[config.mk]
export PLATFORM = sky130hd
export DESIGN_NAME = exec_count_break
export DESIGN_NICKNAME = d
export VERILOG_FILES = /design/src/rtl/exec_count_break.sv
export SDC_FILE = /design/constraint.sdc
export NUM_CORES = 1
export LEC_CHECK = 0
export BUFFER_PORTS_ARGS = -buffer_cell sky130_fd_sc_hd__buf_2
export CELL_PAD_IN_SITES_DETAIL_PLACEMENT = 0
export CELL_PAD_IN_SITES_GLOBAL_PLACEMENT = 2
export CORE_MARGIN = 5
export CORE_UTILIZATION = 25
export CTS_BUF_LIST = sky130_fd_sc_hd__clkbuf_8
export DETAILED_ROUTE_END_ITERATION = 8
export PLACE_DENSITY = 0.85
export RECOVER_POWER = 100
export SLEW_MARGIN = 20
export SYNTH_ARGS = -nofsm -noshare
export SYNTH_HDL_FRONTEND = slang
export SYNTH_SLANG_ARGS = --single-unit
[constraint.sdc]
create_clock -name clk -period 1.8 [get_ports clk]
set_input_delay 0.09 -clock clk [delete_from_list [all_inputs] [get_ports clk]]
set_output_delay 0.09 -clock clk [all_outputs]
set_load 0.02 [all_outputs]
[src/rtl/exec_count_break.sv]
module exec_count_break #(
  parameter int REG_W = 16,
  parameter int CNT_W = 12
) (
  input  logic             clk,
  input  logic             rst_n,
  input  logic             bus_wr,
  input  logic [REG_W-1:0] bus_wdata,
  output logic [REG_W-1:0] bus_rdata,
  input  logic             count_en,
  input  logic             match,
  output logic             brk_req
);

  localparam logic [REG_W-1:0] CNT_MASK = REG_W'((1 << CNT_W) - 1);
  localparam logic [CNT_W-1:0] ONE      = CNT_W'(1);

  logic [REG_W-1:0] reg_q;
  logic [CNT_W-1:0] cnt;
  logic             at_floor;
  logic             hit;
  logic             dec;

  assign cnt      = reg_q[CNT_W-1:0];
  assign at_floor = (cnt <= ONE);
  assign hit      = match & (~count_en | at_floor);
  assign dec      = match & count_en & ~at_floor;

  always_ff @(posedge clk) begin
    if (!rst_n) begin
      reg_q   <= '0;
      brk_req <= 1'b0;
    end else begin
      brk_req <= hit;
      if (bus_wr)
        reg_q <= bus_wdata & CNT_MASK;
      else if (dec)
        reg_q <= reg_q - REG_W'(1);
    end
  end

  assign bus_rdata = reg_q;

endmodule

==> run_results.csv <==
group,metric,value,unit
clocking,path_clk_slew,70,ps
sta,slew_headroom,69.32,%
cells_and_area,regArea,354.1,um^2
sta,layout_setup_ws,-67.20,ps
worst_setup_path,rr_worst_depth,4,
pwr,fin_total_pwr,1016,uW
logic_synthesis,synth_ff_type,"dfxtp_1",
worst_setup_path,cp_cell_sequence,"or4_4 > or4_4 > o211ai_1 > o211a_1",
logic_synthesis,synth.yosys.warnings,0,
status,run_status,"finished with violations",
pwr,p_leak,0.0005814,uW
logic_synthesis,synth_cell_types,42,
hold_path,hold-path-cell-count,2,
die,initial_utilization,25.85,%
die,die_h,71.76,um
sta,setup-violations-final,6,
sta,skew,7.093,ps
sta,max_freq,0.5356,GHz
logic_synthesis,yosysTopAreaCell,"dfxtp_1",
pwr,vdd_ir_drop_max,0.2948,mV
global_route,overflow,0,
global_route,antenna_found_initial,0,
status,violations,"setup timing",
cells_and_area,syn2layout_area_growth,50.53,%
logic_synthesis,syn_inst,109,
drt,antenna_left,0,
worst_setup_path,crit_fanout,5,
hold_path,hold_class,"input port to flop",
logic_synthesis,synth_top_area_share,35.70,%
global_route,grt_pass1_vias,1164,
worst_setup_path,critPathSlowestCell,"or4_4",
drt,routedWlPerCell,14.00,um
worst_setup_path,critPathTopFamily,"simple AND/OR/NAND/NOR gates",
sta,post-route-min-period,1867,ps
clocking,cts_max_path_buffers,2,
logic_synthesis,ys_top_cells_by_area,"dfxtp_1, o21ai_0, a31oi_1",
worst_setup_path,endpoint_kind,"flop",
worst_setup_path,cp_slowest_stage_delay,580,ps
clocking,cts_hold_buf,0,
cells_and_area,diodes,0,
logic_synthesis,yosysMostFrequentCell,"dfxtp_1",
die,core_area,3689,um^2
worst_setup_path,critPathMostFrequentCell,"or4_4",
logic_synthesis,postSynthAreaPerCell,8.747,um^2
clocking,cts_inserted_buffers,3,
die,pin_count,38,
placed_design,dpl.hpwl,2216,um
sta,hold_viol_final,0,
drt,drt_pre_antenna_iters,4,
worst_setup_path,critical_path_required,2010,ps
drt,drt_iter0_markers,36,
die,dieArea,5149,um^2
sta,grt_setup_unrepaired,"true",
placed_design,dp_cells,207,
cells_and_area,drive_gt1_share,39.52,%
cells_and_area,finalNonFillerCells,215,
logic_synthesis,ys_seq_area_share,35.70,%
clocking,cts_sinks,17,
cells_and_area,multi_input_area,619.3,um^2
logic_synthesis,synth_area,953.4,um^2
drt,drc,0,
drt,avgViaCountPerCell,5.144,
pwr,powerDensity,707.9,nW/um^2
logic_synthesis,ys_ff_latch,17,
clocking,cts_tree,"built",
drt,vias,1106,
sta,fin_crit_sh,103.7,%
clocking,insertion_delay,260,ps
cells_and_area,final_util,38.91,%
logic_synthesis,synth-edff-count,0,
clocking,cts-root-buf,"clkbuf_8",
worst_setup_path,cp-start-kind,"flop",
job,maxCapViolCount,0,
cells_and_area,num-nets-final,191,
worst_setup_path,critPathKind,"flop to flop",
sta,tightest_slew,457.4,ps
logic_synthesis,async_flop_share,0,%
placed_design,port_buffers,33,
logic_synthesis,syn_nets,132,
cells_and_area,fillers,393,
worst_setup_path,path_buf_inv,0,
drt,routed_wl,3009,um
global_route,grt_pass1_wl,5175,um
placed_design,place_congestion,0.8407,
logic_synthesis,synth_common_cells,"dfxtp_1, o21ai_0, nand2_1, a31oi_1, nor3_1",
sta,final_max_slew_viol_count,0,
die,die_w,71.76,um
global_route,grt_usage,12.70,%
die,rows,22,
worst_setup_path,cp.depth,4,
global_route,grt_start_max_net_pins,19,
clocking,h-tree-depth,1,
worst_setup_path,arrival,2070,ps
flip-flops by register name (all words and copies together) (netlist names):
signal / count
bus_rdata: 16
brk_req: 1
cell usage in the layout, fill, tap and decap left out, types with 3 or more instances in the layout:
cell type / instances
inv_1: 4
o311a_1: 3
dfxtp_2: 5
o31ai_1: 3
a31oi_1: 5
clkbuf_1: 19
nand2_1: 7
nor3_1: 3
o21ai_0: 8
buf_2: 17
clkbuf_8: 3
nand2b_1: 3
dfxtp_1: 10
buf_4: 21
or3_1: 4
o41ai_1: 3
or4_4: 4
nor4_1: 3
cell families after synthesis:
kind of cell	share of synthesized area [%]
AOI/OAI and AO/OA	27.30
xor gates and xnor gates	0.9188
adders and majority gates	2.624
buffers and inverters	4.985
DFF	35.70
muxes	1.050
and+or+nand+nor	27.43
what timing repair did:
item | 4_1_cts | 5_1_grt
setup buffers | 4 | 4
pin swaps | 8 | 7
setup endpoints to repair | 8 | 12
endpoints found under the hold margin | 0 | 0
resized for setup | 6 | 8
final cells by class:
type,count,area share (%)
multi-input cells,82,43.16
well taps,48,4.185
repair buffers,60,23.80
clock inverters,1,0.2616
flip-flops and latches,17,24.67
inverters,4,1.046
clock buffers,3,2.877
worst reg2reg max path, stage by stage (launching register included):
cell and delay (ps):
dfxtp_2 320, or4_4 580, or4_4 550, o211ai_1 200
o211a_1 160
through the flow:
| step | setup TNS (ps) | hold WS [ps] | setup WS, ps | area [um^2] |
|---|---|---|---|---|
| after floorplan | -585.5 | 177.0 | -116.9 | 969.7 |
| after global placement | -133.7 | 316.6 | -39.24 | 1333 |
| after detailed placement | -309.5 | 323.4 | -84.53 | 1333 |
| after CTS | -243.9 | 50.26 | -59.24 | 1431 |
| after global routing | -849.4 | 65.99 | -110.9 | 1435 |
| final | -283.6 | 52.33 | -67.20 | 1435 |
power breakdown:
part           switching, uW  total (uW)  internal [uW]
Clock                    146         298            152
Sequential              14.8         414            399
Combinational            165         304            139
Total                    326        1020            690
worst paths after layout:
kind	start	endpoint	slack (ps)
setup / recovery	bus_rdata[7]	bus_rdata[11]	-70
hold / removal	count_en	brk_req	50
setup reg to reg	bus_rdata[7]	bus_rdata[11]	-70
hold reg to reg	bus_rdata[15]	bus_rdata[15]	470
layer usage:
metal  vias to the layer above  GRT usage, %  share of wire (%)  wire length (um)
met5                         -             0                  0                 0
met4                         0         6.054                2.6                78
met3                         9         3.787                5.2               157
met2                        28         20.51                 47              1420
met1                       525         15.33                 45              1351
li1                        544             -                  -                 -
(Power assumes the default switching activity.)
